File: src/rtl/period_irq_pkg.sv
package period_irq_pkg;

  localparam int CNT_W   = 15;
  localparam int RSEL_W  = 3;
  localparam int REG_W   = 8;

  localparam int FLAG_BIT = 7;
  localparam int RSEL_HI  = 6;
  localparam int RSEL_LO  = 4;
  localparam int ACK_BIT  = 3;
  localparam int IE_BIT   = 2;
  localparam int EN_BIT   = 1;

  typedef struct packed {
    logic [RSEL_W-1:0] rsel;
    logic              ie;
    logic              en;
  } cfg_t;

  // Number of low counter bits that form one period for a rate code.
  function automatic int tap_bits(input logic [RSEL_W-1:0] sel);
    case (sel)
      3'd0:    return 15;
      3'd1:    return 13;
      3'd2:    return 11;
      3'd3:    return 7;
      3'd4:    return 6;
      3'd5:    return 5;
      3'd6:    return 4;
      default: return 3;
    endcase
  endfunction

  // Mask of the counter bits that must all be one at a rollover.
  function automatic logic [CNT_W-1:0] tap_mask(input logic [RSEL_W-1:0] sel);
    logic [CNT_W-1:0] m;
    int nb;
    nb = tap_bits(sel);
    for (int i = 0; i < CNT_W; i++) m[i] = (i < nb);
    return m;
  endfunction

endpackage

File: src/rtl/period_irq_counter.sv
module period_irq_counter
  import period_irq_pkg::*;
(
  input  logic             clk,
  input  logic             rst_n,
  input  logic             run,
  input  logic [CNT_W-1:0] mask,
  output logic [CNT_W-1:0] count,
  output logic             wrap
);

  // A period ends when every bit under the tap mask is one.
  assign wrap = run && ((count & mask) == mask);

  always_ff @(posedge clk or negedge rst_n) begin
    if (!rst_n)   count <= '0;
    else if (run) count <= count + 1'b1;
    else          count <= '0;
  end

endmodule

File: src/rtl/period_irq_regs.sv
module period_irq_regs
  import period_irq_pkg::*;
#(
  parameter int              ADDR_W   = 8,
  parameter logic [ADDR_W-1:0] REG_ADDR = 8'h1C
) (
  input  logic              clk,
  input  logic              rst_n,
  input  logic [ADDR_W-1:0] bus_addr,
  input  logic              bus_wr,
  input  logic              bus_rd,
  input  logic [REG_W-1:0]  bus_wdata,
  input  logic              wrap,
  output cfg_t              cfg,
  output logic              flag,
  output logic              ack_evt,
  output logic [REG_W-1:0]  bus_rdata
);

  logic hit;
  logic wr_hit;

  assign hit     = (bus_addr == REG_ADDR);
  assign wr_hit  = bus_wr && hit;
  assign ack_evt = wr_hit && bus_wdata[ACK_BIT];

  always_ff @(posedge clk or negedge rst_n) begin
    if (!rst_n) begin
      cfg <= '0;
    end else if (wr_hit) begin
      cfg.rsel <= bus_wdata[RSEL_HI:RSEL_LO];
      cfg.ie   <= bus_wdata[IE_BIT];
      cfg.en   <= bus_wdata[EN_BIT];
    end
  end

  // Rollover has priority over acknowledge.
  always_ff @(posedge clk or negedge rst_n) begin
    if (!rst_n)       flag <= 1'b0;
    else if (wrap)    flag <= 1'b1;
    else if (ack_evt) flag <= 1'b0;
  end

  always_comb begin
    bus_rdata = '0;
    if (bus_rd && hit) begin
      bus_rdata[FLAG_BIT]        = flag;
      bus_rdata[RSEL_HI:RSEL_LO] = cfg.rsel;
      bus_rdata[IE_BIT]          = cfg.ie;
      bus_rdata[EN_BIT]          = cfg.en;
    end
  end

endmodule

File: src/rtl/period_irq_unit.sv
module period_irq_unit
  import period_irq_pkg::*;
#(
  parameter int              ADDR_W   = 8,
  parameter logic [ADDR_W-1:0] REG_ADDR = 8'h1C
) (
  input  logic              clk,
  input  logic              rst_n,
  input  logic [ADDR_W-1:0] bus_addr,
  input  logic              bus_wr,
  input  logic              bus_rd,
  input  logic [REG_W-1:0]  bus_wdata,
  output logic [REG_W-1:0]  bus_rdata,
  output logic              irq
);

  cfg_t             cfg;
  logic             flag;
  logic             ack_evt;
  logic             wrap;
  logic             mod_en;
  logic             int_en;
  logic [CNT_W-1:0] count;
  logic [CNT_W-1:0] mask;

  assign mod_en = cfg.en;
  assign int_en = cfg.ie;
  assign mask   = tap_mask(cfg.rsel);

  period_irq_regs #(.ADDR_W(ADDR_W), .REG_ADDR(REG_ADDR)) u_regs (
    .clk       (clk),
    .rst_n     (rst_n),
    .bus_addr  (bus_addr),
    .bus_wr    (bus_wr),
    .bus_rd    (bus_rd),
    .bus_wdata (bus_wdata),
    .wrap      (wrap),
    .cfg       (cfg),
    .flag      (flag),
    .ack_evt   (ack_evt),
    .bus_rdata (bus_rdata)
  );

  period_irq_counter u_cnt (
    .clk   (clk),
    .rst_n (rst_n),
    .run   (mod_en),
    .mask  (mask),
    .count (count),
    .wrap  (wrap)
  );

  assign irq = flag && int_en;

endmodule

File: config.mk
export PLATFORM = sky130hd
export DESIGN_NAME = period_irq_unit
export DESIGN_NICKNAME = d
export VERILOG_FILES = /design/src/rtl/period_irq_pkg.sv /design/src/rtl/period_irq_counter.sv /design/src/rtl/period_irq_regs.sv /design/src/rtl/period_irq_unit.sv
export SDC_FILE = /design/constraint.sdc
export NUM_CORES = 1
export LEC_CHECK = 0
export BUFFER_PORTS_ARGS = -buffer_cell sky130_fd_sc_hd__buf_2
export CORE_MARGIN = 5
export CORE_UTILIZATION = 48
export CTS_CLUSTER_DIAMETER = 100
export DETAILED_ROUTE_END_ITERATION = 12
export PLACE_DENSITY = 0.86
export SETUP_SLACK_MARGIN = 0.05
export SLEW_MARGIN = 30
export SYNTH_ARGS = -nofsm -noshare
export SYNTH_HDL_FRONTEND = slang
export SYNTH_HIERARCHICAL = 1
export SYNTH_SLANG_ARGS = --single-unit
export TNS_END_PERCENT = 5
File: constraint.sdc
create_clock -name clk -period 1.4 [get_ports clk]
set_input_delay 0.42 -clock clk [delete_from_list [all_inputs] [get_ports clk]]
set_output_delay 0.42 -clock clk [all_outputs]
set_load 0.05 [all_outputs]
Yosys cells after proc, flatten, opt, wreduce, memory -nomap -nowiden --
Index checks and enable logic that the tools add are counted.
Word-level totals: word-level logic and storage cells 43, input bits 20, output and inout port bits 9, flip-flop bits (word level) 21
Operators by class: multiplexer cells 6, eq/ne operators 8, add/sub/neg operators 1, magnitude comparators 15, reductions and logical operators 7, bitwise operators 1
Operators with widths (count):
- less-than comparator 5 x 32 -> 1 bit (first input constant) | 7
- less-than comparator 4 x 32 -> 1 bit (first input constant) | 4
- less-than comparator 3 x 32 -> 1 bit (first input constant) | 2
- less-than comparator 1 x 32 -> 1 bit (first input constant) | 1
- less-than comparator 2 x 32 -> 1 bit (first input constant) | 1
- case mux 4 bit (7 select lines) | 1
- adder 15 x 1 -> 15 bit (second input constant) | 1
- AND 15 bit | 1
- == test 15 bit | 1
- 2-to-1 mux 15 bit | 1
- == test 3 bit (second input constant) | 3
- == test 8 x 5 -> 1 bit (second input constant) | 1
- == test 3 x 2 -> 1 bit (second input constant) | 2
- logical AND 1 bit | 5
- 2-to-1 mux 4 bit | 1
- == test 3 x 1 -> 1 bit (second input constant) | 1
- logical NOT 3 bit | 1
- 2-to-1 mux 1 bit | 2
- 2-to-1 mux 2 bit | 1
- nonzero test 2 bit | 1

Depth between registers and ports, before layout --
Gate-level depths: netlist of run 1.
depth in word-level cells 7, mapped depth 6, mapped depth without buffers 5

Modules after synthesis --
The synthesis of run 1 kept the hierarchy.
Modules (own cells, without submodules):
- period_irq_counter | seq. area each 375.4 um2, instances 1, area each 865.8 um2, cells an instance 90
- period_irq_regs | seq. area each 150.1 um2, instances 1, area each 335.3 um2, cells an instance 27
- period_irq_unit | seq. area each 0.0 um2, instances 1, area each 95.1 um2, cells an instance 17

Least setup slack after synthesis of run 1 --
No wires, ideal clock.
path type in2out, from input bus_addr[1], to output bus_rdata[1], arrival time 1.385 ns, buffers on the path 0, setup slack -0.405 ns, stages on the path 3, cells stage by stage nor4b_4 > and3_1 > and2_1
Between the ends: longest elaborated chain between the ends 3
RTL lines:
- from (decl) | line period_irq_unit.sv:9 | input logic [ADDR_W-1:0] bus_addr,
- == test 8 x 5 -> 1 bit | line period_irq_regs.sv:23 | assign hit = (bus_addr == REG_ADDR);
- logical AND 1 bit | line period_irq_regs.sv:46 | if (bus_rd && hit) begin
- 2-to-1 mux 2 bit | line period_irq_regs.sv:46
- to (decl) | line period_irq_unit.sv:13 | output logic [REG_W-1:0] bus_rdata,
Every way passes these cells.

Worst setup path in the final report of run 1 --
from input bus_addr[0], to output bus_rdata[5]
Between the ends: longest elaborated chain between the ends 3
RTL lines (line):
- == test 8 x 5 -> 1 bit | period_irq_regs.sv:23
- logical AND 1 bit | period_irq_regs.sv:46
- 2-to-1 mux 4 bit | period_irq_regs.sv:46
Every way passes these cells.

==> parameters.txt, run 1 <==
Parameter                              Value

Global route
  Grt met2 use ... 0.357
  Number of global-route vias before repair ... 1,242
  Met3 Track Usage GR ... 0.0372
  Gr ovfl total ... 0
  Antenna violations before repair ... 0
  GRT Max-Usage Layer ... met2
  Largest net degree at the start of global routing ... 22
  First-pass GRT wire length ... 5820 um
  Overall fraction of global-route tracks in use ... 0.211
  Met1 Resource Use GR ... 0.254

Place
  Placer's final routability congestion estimate ... 0.779
  Worst slack after detailed placement ... -0.491 ns
  Count of input and output buffers ... 24
  Hpwl dp ... 2420 um

STA
  Number of pins with negative max-slew slack in the final report ... 0
  Share of the cycle needed by the critical path after routing ... 1.27
  FMAX ... 0.564 GHz
  Minimum setup slack in the final design ... -0.375 ns
  Maximum clock skew at final layout ... 0.00280 ns
  Unrepaired setup endpoints after global routing ... yes
  Hold violation count in the final report ... 0
  Final setup fails ... 15
  Final hold slack ... 0.0377 ns
  Post-layout minimum cycle time ... 1.77 ns

Setup path
  CP max stage delay ... 0.28 ns
  Required time at the endpoint of the critical path ... 0.98 ns
  Startpoint kind of the worst setup timing path ... input pin
  Type of destination of the critical path ... primary output
  Ordered cell list for the critical path ... buf_6 -> nor4b_4 -> and3_4 -> and2_4 -> buf_8
  WS Path Type ... in2out
  Largest delay share family, worst path ... simple AND/OR/NAND/NOR gates
  Slowest library cell on the worst path ... sky130_fd_sc_hd__nor4b_4
  Crit path arrival time ... 1.35 ns
  Critical path fanouts, max ... 6
  Number of buffer and inverter instances along the worst setup path ... 2

Floorplanning
  Number of top-level design ports ... 29
  Placement Rows ... 18
  Die Width ... 62.0 um
  Die ar. ... 0.00384 sq mm
  Die extent in y ... 62.0 um
  Core Area ... 0.00252 sq mm
  Initial Utilization ... 0.514

Cells and area
  ANT cells ... 0
  Layout fillers ... 169
  Final-stage net count ... 204
  Fraction of final layout cells with drive strength greater than 1 ... 0.478
  Area of combinational cells with multiple inputs ... 792 sq um
  Most common cell after layout, fill and taps aside ... sky130_fd_sc_hd__buf_4
  Area growth from synthesis to layout ... 38.8%
  Leading cell types in the layout, fill and taps excluded ... sky130_fd_sc_hd__buf_4 (23), sky130_fd_sc_hd__buf_2 (14), sky130_fd_sc_hd__dfrtp_1 (13)
  Register area ... 536 sq um

CTS
  CTS Hold Buffers Added ... 0
  Num Clock Sinks ... 21
  Maximum clock path buffer count ... 2
  H-tree lvl count ... 1
  Clock latency of the later-clocked register in the worst-skew pair ... 0.32 ns
  Clock tree from TritonCTS ... built
  Clock root cell ... sky130_fd_sc_hd__clkbuf_4
  Clock transition at the register clock pins on the worst setup and hold paths after CTS ... 0.11 ns
  Number of buffers created by CTS ... 3

Yosys
  Post-Synthesis Cells ... 134
  Synthesized area divided by synthesized cell count ... 9.67 sq um
  Area share of the largest cell type after synthesis ... 0.405
  Cell accounting for the most synthesized area ... sky130_fd_sc_hd__dfrtp_1
  Most instantiated flip-flop cell in the synthesis netlist ... sky130_fd_sc_hd__dfrtp_1
  Post-synthesis instance area ... 0.00130 sq mm
  Total number of yosys warnings ... 6
  Count of flip-flops with a built-in enable after synthesis ... 0
  Flop and latch count out of synthesis ... 21
  Distinct cell type count of the synthesized netlist ... 34
  Post-synth ARST share ... 1.00
  Top cells by area in the synthesized netlist ... sky130_fd_sc_hd__dfrtp_1 (41%), sky130_fd_sc_hd__a21oi_1 (4.6%), sky130_fd_sc_hd__mux2_2 (4.3%)
  Share of the yosys chip area belonging to registers ... 0.405

Flow run
  # Max-Cap Violations ... 0

Route
  Via count normalized by instance count ... 6.08
  DR WL/cell ... 18.9 um
  DRC violations left ... 0
  DRC marker count from the first detailed-route iteration ... 90
  Post-detailed-route count of antenna-violating nets ... 0
  Vias post-DR ... 1,288
  Final routed wirelength across all metal layers ... 4010 um
  First-pass iteration count of the detailed router ... 4

Power
  Power per Cell Area ... 606 mW/mm^2
  LEAKAGE ... 0.000771 uW
  VDD IR max ... 738 uV

Status
  Violations in the final reports ... negative setup slack
  Run status ... complete, but fails checks

Min path
  Worst min-delay path category ... in2async
repair_timing:
action,4_1_cts,5_1_grt
gates resized for setup,34,12
endpoints found under the setup margin,13,17
pin swaps,11,6
setup buffers,1,2
path summary, 6_finish.rpt:
path                                    to  cells after the start  slack [ns]            start
setup / recovery              bus_rdata[5]                      5       -0.37      bus_addr[0]
hold / removal             u_cnt/count[12]                      1        0.04            rst_n
setup reg to reg               u_regs/flag                      5       -0.29    u_regs/cfg[3]
hold reg to reg            u_cnt/count[14]                      2        0.57  u_cnt/count[14]
max in group asynchronous   u_cnt/count[2]                      1        1.01            rst_n
min in group clk             u_regs/cfg[1]                      2        0.33     bus_wdata[2]
cells by family after synthesis:
| group | Yosys count | share of synthesized area |
|---|---|---|
| adder cells (fa/ha/maj) | 1 | 0.00965 |
| buffers and inverters | 14 | 0.0666 |
| AND/OR/NAND/NOR | 60 | 0.304 |
| AO/OA/AOI/OAI | 26 | 0.129 |
| flip-flops | 21 | 0.405 |
| other | 2 | 0.00579 |
| multiplexers | 7 | 0.0589 |
| XOR/XNOR | 3 | 0.0203 |
registers in the layout (all words and copies together) (netlist names):
| signal | flops |
|---|---|
| u_cnt/count | 15 |
| u_regs/cfg | 5 |
| u_regs/flag | 1 |
metrics by stage:
stage / utilization / instance area, sq um / instances / setup TNS, ns / power (uW)
6_report: 0.713 / 1800 / 212 / -2.84 / 1090
5_1_grt: 0.713 / 1800 / 212 / -3.44 / 1130
4_1_cts: 0.686 / 1730 / 210 / -2.47 / 1070
3_5_place_dp: 0.626 / 1580 / 205 / -4.07 / 772
3_3_place_gp: 0.626 / 1580 / 205 / -3.46 / 766
2_1_floorplan: - / 1330 / 137 / -1.46 / 718
Yosys cell counts (4+ instances only):
cell type / n
sky130_fd_sc_hd__o21ai_0: 4
sky130_fd_sc_hd__nor2b_1: 9
sky130_fd_sc_hd__or4_1: 5
sky130_fd_sc_hd__a21oi_1: 12
sky130_fd_sc_hd__nand2b_1: 4
sky130_fd_sc_hd__inv_1: 8
sky130_fd_sc_hd__nor2_1: 6
sky130_fd_sc_hd__nand3_1: 5
sky130_fd_sc_hd__dfrtp_1: 21
sky130_fd_sc_hd__mux2_2: 5
sky130_fd_sc_hd__nand2_1: 6
sky130_fd_sc_hd__o31ai_1: 5
sky130_fd_sc_hd__and2_1: 8
metal layers:
| layer | part of all wire | vias to the layer above |
|---|---|---|
| met5 | 0 | - |
| met2 | 0.52 | 74 |
| met4 | 0.034 | 0 |
| met1 | 0.37 | 630 |
| li1 | - | 569 |
| met3 | 0.073 | 15 |
where the power goes:
part	switching (uW)	internal (uW)	leakage [uW]
Sequential	17.6	617	0.000274
Combinational	85.2	69.1	0.000482
Clock	191	112	0.0000150
Total	294	798	0.000771
area by class of cell:
type                            count  area share
Multi-Input combinational cell    102       0.440
Tap cell                           30      0.0209
Clock buffer                        4      0.0146
Timing Repair Buffer               47       0.210
Sequential cell                    21       0.298
Inverter                            8      0.0167
(Power assumes the default switching activity.)
==> inputs of run 2 (changes only) <==
- ABC_AREA: not set -> 1
- CORE_UTILIZATION: 48 -> 54
- PLACE_DENSITY: 0.86 -> 0.9
- clock period: 1.4 -> 2 ns (I/O delays scaled with it)
==> parameters.txt, run 2 <==
Parameter                              Value

Route
  Wire length on met3 ... 140 um
  DR WL/cell ... 12.7 um
  DRT met1 WL ... 1350 um
  DRC violations left ... 0
  Vias post-DR ... 1,416
  First-pass iteration count of the detailed router ... 5
  Top Layer Used ... met4
  DRC marker count from the first detailed-route iteration ... 103
  Via count normalized by instance count ... 5.26
  Post-detailed-route count of antenna-violating nets ... 0
  Final routed wirelength across all metal layers ... 3430 um
  Routed wl met2 ... 1760 um

Power
  VDD IR max ... 288 uV
  Power per Cell Area ... 429 mW/mm^2
  LEAKAGE ... 0.000849 uW

Setup path
  Internal reg-to-reg setup slack ... 0.57 ns
  Startpoint kind of the worst setup timing path ... input pin
  Type of destination of the critical path ... primary output
  Crit path arrival time ... 1.47 ns
  Worst R2R Path Depth ... 10
  Critical path fanouts, max ... 6
  WS Path Type ... in2out
  Required time at the endpoint of the critical path ... 1.40 ns

CTS
  H-tree lvl count ... 1
  Clock tree from TritonCTS ... built
  Num Clock Sinks ... 21
  Clock latency of the later-clocked register in the worst-skew pair ... 0.30 ns
  Number of buffers created by CTS ... 3
  CTS Hold Buffers Added ... 0
  Clock transition at the register clock pins on the worst setup and hold paths after CTS ... 0.12 ns
  Maximum clock path buffer count ... 2
  Clock root cell ... sky130_fd_sc_hd__clkbuf_4

Cells and area
  Final std cell area, no fill ... 0.00175 sq mm
  Register with the highest flop count ... u_cnt/count
  Non-filler instance count after layout ... 269
  Final standard cell utilization of the core ... 0.707
  Largest registers in the final layout ... u_cnt/count: 15 flops, u_regs/cfg: 5 flops, u_regs/flag: 1 flops
  Final-stage net count ... 261
  Most common cell after layout, fill and taps aside ... sky130_fd_sc_hd__nand2_1
  Fraction of final layout cells with drive strength greater than 1 ... 0.247
  Max reg flops ... 15
  ANT cells ... 0
  Leading cell types in the layout, fill and taps excluded ... sky130_fd_sc_hd__nand2_1 (52), sky130_fd_sc_hd__inv_1 (33), sky130_fd_sc_hd__nor2_1 (29)
  Area growth from synthesis to layout ... 25.8%

Global route
  Gr ovfl total ... 0
  Overall fraction of global-route tracks in use ... 0.193
  Number of global-route vias before repair ... 1,292
  First-pass GRT wire length ... 5350 um
  Largest net degree at the start of global routing ... 22
  Antenna violations before repair ... 0

Floorplanning
  Die ar. ... 0.00369 sq mm
  Core Area ... 0.00248 sq mm
  Die Width ... 60.8 um
  Number of top-level design ports ... 29
  Die extent in y ... 60.8 um
  Initial Utilization ... 0.562
  Placement Rows ... 18

Min path
  Worst min-delay path category ... in2async

Yosys
  Total number of yosys warnings ... 6
  Post-synthesis instance area ... 0.00139 sq mm
  Post-Synthesis Cells ... 210
  Synthesized area divided by synthesized cell count ... 6.63 sq um

STA
  Number of pins with negative max-slew slack in the final report ... 0
  Minimum setup slack in the final design ... -0.0657 ns
  Maximum clock skew at final layout ... 0.00172 ns
  Unrepaired setup endpoints after global routing ... yes
  FMAX ... 0.484 GHz
  Post-layout minimum cycle time ... 2.07 ns
  Final setup fails ... 6
  Hold violation count in the final report ... 0
  Share of the cycle needed by the critical path after routing ... 1.03

Status
  Run status ... complete, but fails checks
  Violations in the final reports ... negative setup slack

Place
  Cell count after placement ... 264
  Hpwl dp ... 2330 um
  Cell area after placement ... 0.00158 sq mm
  Count of input and output buffers ... 24
  Placer's final routability congestion estimate ... 0.834
  Worst slack after detailed placement ... -0.125 ns

Flow run
  # Max-Cap Violations ... 0
## run 2: what timing repair did
| action | 4_1_cts | 5_1_grt |
|---|---|---|
| setup endpoints to repair | 6 | 6 |
| buffers inserted | 1 | 0 |
| resized for setup | 15 | 19 |
| pin swaps | 3 | 8 |
| cloned | 0 | 0 |
## run 2: per-layer routing
metal / vias up / global-route usage
met3: 16 / 0.0191
met1: 656 / 0.234
met2: 52 / 0.339
met4: 0 / 0.0991
li1: 692 / -
met5: - / 0
## run 2: report_power, final
part	switching, uW	leakage [uW]	internal [uW]	total [uW]
clock	131	0.0000177	74.6	205
combinational	64.9	0.000539	41.9	107
sequential	9.10	0.000292	430	439
total	205	0.000849	547	751
## run 2: layout make-up
cell class                      instances  area [sq um]
Timing Repair Buffer                   28           244
Multi-Input combinational cell        150           779
Tap cell                               30          37.5
Fill cell                             195           726
Sequential cell                        21           526
Inverter                               36           138
Clock buffer                            3          22.5
Clock inverter                          1          5.00
## run 2: path summary, 6_finish.rpt
kind | to | startpoint
min in group clk | u_regs/cfg[3] | bus_wdata[5]
max reg2reg | u_regs/flag | u_regs/cfg[4]
max | bus_rdata[6] | bus_addr[6]
min reg2reg | u_cnt/count[0] | u_cnt/count[0]
min | u_cnt/count[8] | rst_n
max in group asynchronous | u_cnt/count[2] | rst_n
## run 2: critical path: stages
cell	delay [ns]
sky130_fd_sc_hd__buf_6	0.10
sky130_fd_sc_hd__nor2_4	0.10
sky130_fd_sc_hd__nand2_2	0.07
sky130_fd_sc_hd__nor2_4	0.18
sky130_fd_sc_hd__nand2_8	0.12
sky130_fd_sc_hd__nor2_4	0.14
sky130_fd_sc_hd__buf_8	0.15
## run 2: stage by stage
| step | setup TNS, ns | power, uW | hold slack [ns] |
|---|---|---|---|
| floorplan | -0.0574 | 506 | 0.304 |
| global route | -0.542 | 789 | 0.255 |
| global placement | -0.585 | 532 | 0.486 |
| finish | -0.241 | 751 | 0.226 |
| detailed placement | -0.651 | 534 | 0.509 |
| CTS | -0.0451 | 744 | 0.232 |
==> inputs of run 3 (changes only) <==
- CORE_UTILIZATION: 54 -> 52
- PLACE_DENSITY: 0.9 -> 0.88
- SYNTH_HIERARCHICAL: 1 -> not set
==> parameters.txt, run 3 <==
Parameter                              Value

STA
  Number of pins with negative max-slew slack in the final report ... 0
  Minimum setup slack in the final design ... -0.0576 ns
  Hold violation count in the final report ... 0
  Share of the cycle needed by the critical path after routing ... 1.03
  Unrepaired setup endpoints after global routing ... yes
  Maximum clock skew at final layout ... 0.00481 ns
  FMAX ... 0.486 GHz
  Post-layout minimum cycle time ... 2.06 ns
  Final setup fails ... 6

Cells and area
  Register with the highest flop count ... u_cnt.count
  Max reg flops ... 15
  Area growth from synthesis to layout ... 26.7%
  Leading cell types in the layout, fill and taps excluded ... sky130_fd_sc_hd__nand2_1 (53), sky130_fd_sc_hd__nor2_1 (27), sky130_fd_sc_hd__inv_1 (23)
  Fraction of final layout cells with drive strength greater than 1 ... 0.254
  Non-filler instance count after layout ... 237
  Most common cell after layout, fill and taps aside ... sky130_fd_sc_hd__nand2_1
  Final-stage net count ... 232
  Largest registers in the final layout ... u_cnt.count: 15 flops, u_regs.cfg: 5 flops, u_regs.flag: 1 flops
  ANT cells ... 0

Place
  Count of input and output buffers ... 24
  Placer's final routability congestion estimate ... 0.837
  Cell count after placement ... 233
  Hpwl dp ... 2100 um

Status
  Violations in the final reports ... negative setup slack
  Run status ... complete, but fails checks

Yosys
  Flop and latch count out of synthesis ... 21
  Synthesized-area fraction occupied by and/or/nand/nor cells ... 0.392
  Synthesized area divided by synthesized cell count ... 6.86 sq um
  Count of flip-flops with a built-in enable after synthesis ... 0
  Area share of the largest cell type after synthesis ... 0.421
  Post-synthesis share of cell area spent on full adders, half adders and majority gates ... 0.0200
  Share of the yosys chip area belonging to registers ... 0.421
  Most instantiated flip-flop cell in the synthesis netlist ... sky130_fd_sc_hd__dfrtp_1
  Distinct cell type count of the synthesized netlist ... 19
  Post-synth ARST share ... 1.00
  List of most frequent post-synthesis cells ... sky130_fd_sc_hd__nand2_1 (54), sky130_fd_sc_hd__nor2_1 (35), sky130_fd_sc_hd__inv_1 (23)
  Top cells by area in the synthesized netlist ... sky130_fd_sc_hd__dfrtp_1 (42%), sky130_fd_sc_hd__nand2_1 (16%), sky130_fd_sc_hd__nor2_1 (11%)
  Total number of yosys warnings ... 0
  Post-synthesis instance area ... 0.00125 sq mm
  Post-Synthesis Cells ... 182
  Post-synthesis compound-gate area fraction ... 0.0671
  Cell accounting for the most synthesized area ... sky130_fd_sc_hd__dfrtp_1
  Share of cell area taken by muxes after synthesis ... 0
  Parity-gate share of the synthesized area counting xor and xnor cells ... 0
  Combinational family with the most area after synthesis ... simple AND/OR/NAND/NOR gates
  Cell with the most instances after synthesis ... sky130_fd_sc_hd__nand2_1

Floorplanning
  Core Area ... 0.00225 sq mm
  Initial Utilization ... 0.554
  Die extent in y ... 59.0 um
  Die Width ... 59.0 um
  Number of top-level design ports ... 29
  Die ar. ... 0.00348 sq mm
  Placement Rows ... 17

CTS
  Post-CTS setup-driven buffer insertion count ... 0
  Clock tree from TritonCTS ... built
  H-tree lvl count ... 1
  Num Clock Sinks ... 21
  Number of buffers created by CTS ... 3
  Clock latency of the later-clocked register in the worst-skew pair ... 0.31 ns
  Clock transition at the register clock pins on the worst setup and hold paths after CTS ... 0.13 ns
  Maximum clock path buffer count ... 2
  Clock root cell ... sky130_fd_sc_hd__clkbuf_4

Setup path
  Required time at the endpoint of the critical path ... 1.40 ns
  CP max stage delay ... 0.16 ns
  Ordered cell list for the critical path ... buf_6 -> nor2_4 -> nand3_2 -> nor2_4 -> nand2_4 -> nor2_4 -> buf_6
  WS Path Type ... in2out
  Number of buffer and inverter instances along the worst setup path ... 2
  Crit path arrival time ... 1.46 ns
  Startpoint kind of the worst setup timing path ... input pin
  Slowest library cell on the worst path ... sky130_fd_sc_hd__nor2_4
  Type of destination of the critical path ... primary output
  Largest delay share family, worst path ... simple AND/OR/NAND/NOR gates
  Critical path fanouts, max ... 6
  Most repeated library cell on the critical path ... sky130_fd_sc_hd__nor2_4

Power
  Power per Cell Area ... 465 mW/mm^2
  VDD IR max ... 451 uV
  Post-layout total power ... 736 uW
  LEAKAGE ... 0.000772 uW

Global route
  Number of global-route vias before repair ... 1,200
  Antenna violations before repair ... 0
  Overall fraction of global-route tracks in use ... 0.191
  Largest net degree at the start of global routing ... 22
  Gr ovfl total ... 0
  First-pass GRT wire length ... 5070 um

Route
  Post-detailed-route count of antenna-violating nets ... 0
  Vias post-DR ... 1,198
  Final routed wirelength across all metal layers ... 2900 um
  First-pass iteration count of the detailed router ... 4
  DR WL/cell ... 12.2 um
  DRC violations left ... 0
  Via count normalized by instance count ... 5.05
  DRC marker count from the first detailed-route iteration ... 42

Flow run
  # Max-Cap Violations ... 0

Min path
  Worst min-delay path category ... in2async
==> run 3: repair_timing <==
action / in CTS / in global routing
cloned: 0 / 0
pin swaps: 8 / 3
setup endpoints to repair: 6 / 6
hold buffers: 0 / 0
gates resized for setup: 17 / 5
==> run 3: path summary, 6_finish.rpt <==
| path | from | endpoint | slack (ns) | depth (start not counted) |
|---|---|---|---|---|
| setup / recovery | bus_addr[0] | bus_rdata[2] | -0.06 | 7 |
| hold / removal | rst_n | u_cnt.count[6] | 0.22 | 1 |
| setup reg to reg | u_cnt.count[0] | u_cnt.count[12] | 0.67 | 6 |
| hold reg to reg | u_regs.cfg[1] | u_regs.cfg[1] | 0.52 | 2 |
| max in group asynchronous | rst_n | u_cnt.count[4] | 1.45 | 1 |
| min in group clk | bus_wdata[6] | u_regs.cfg[4] | 0.51 | 3 |
==> run 3: where the power goes <==
| part | switching (uW) | internal (uW) |
|---|---|---|
| sequential | 7.74 | 431 |
| combinational | 51.2 | 29.2 |
| clock | 142 | 74.8 |
| total | 201 | 535 |
==> run 3: cells by family (layout without fill, tap and decap cells) <==
family | after synthesis | in the layout
AO/OA/AOI/OAI | 15 | 15
adder cells (fa/ha/maj) | 2 | 2
AND/OR/NAND/NOR | 114 | 114
flip-flops | 21 | 21
buffers and inverters | 29 | 55
other | 1 | 2
==> run 3: stage by stage <==
| step | utilization | setup TNS, ns | hold WS [ns] | area, sq um | setup slack (ns) |
|---|---|---|---|---|---|
| final | 0.701 | -0.302 | 0.220 | 1580 | -0.0576 |
| after global routing | 0.701 | -0.610 | 0.234 | 1580 | -0.110 |
| after global placement | 0.651 | -0.865 | 0.476 | 1470 | -0.159 |
| after floorplan | - | -0.0200 | 0.304 | 1330 | -0.0200 |
| after detailed placement | 0.651 | -0.966 | 0.491 | 1470 | -0.178 |
| after CTS | 0.692 | -0.188 | 0.231 | 1560 | -0.0614 |
==> run 3: area by class of cell <==
class / instances / area, sq um
clock buffer: 3 / 22.5
multi-input combinational: 133 / 683
tap: 28 / 35.0
timing repair buffer: 26 / 216
fill: 195 / 673
sequential: 21 / 526
clock inverter: 1 / 5.00
inverter: 25 / 93.8
==> run 3: worst register-to-register path, delay by kind of cell, from the launching register on <==
kind	cells	cell delay, ns
adder cells (fa/ha/maj)	1	0.20
flip-flops	1	0.44
AO/OA/AOI/OAI	1	0.17
AND/OR/NAND/NOR	4	0.43
==> run 3: routing by layer <==
layer  up-vias  wire length (um)  global-route usage
met5         -                 0                   0
met2        36              1450               0.328
met4         0                31              0.0809
met1       548              1250               0.226
met3         5               169              0.0479
li1        609                 -                   -
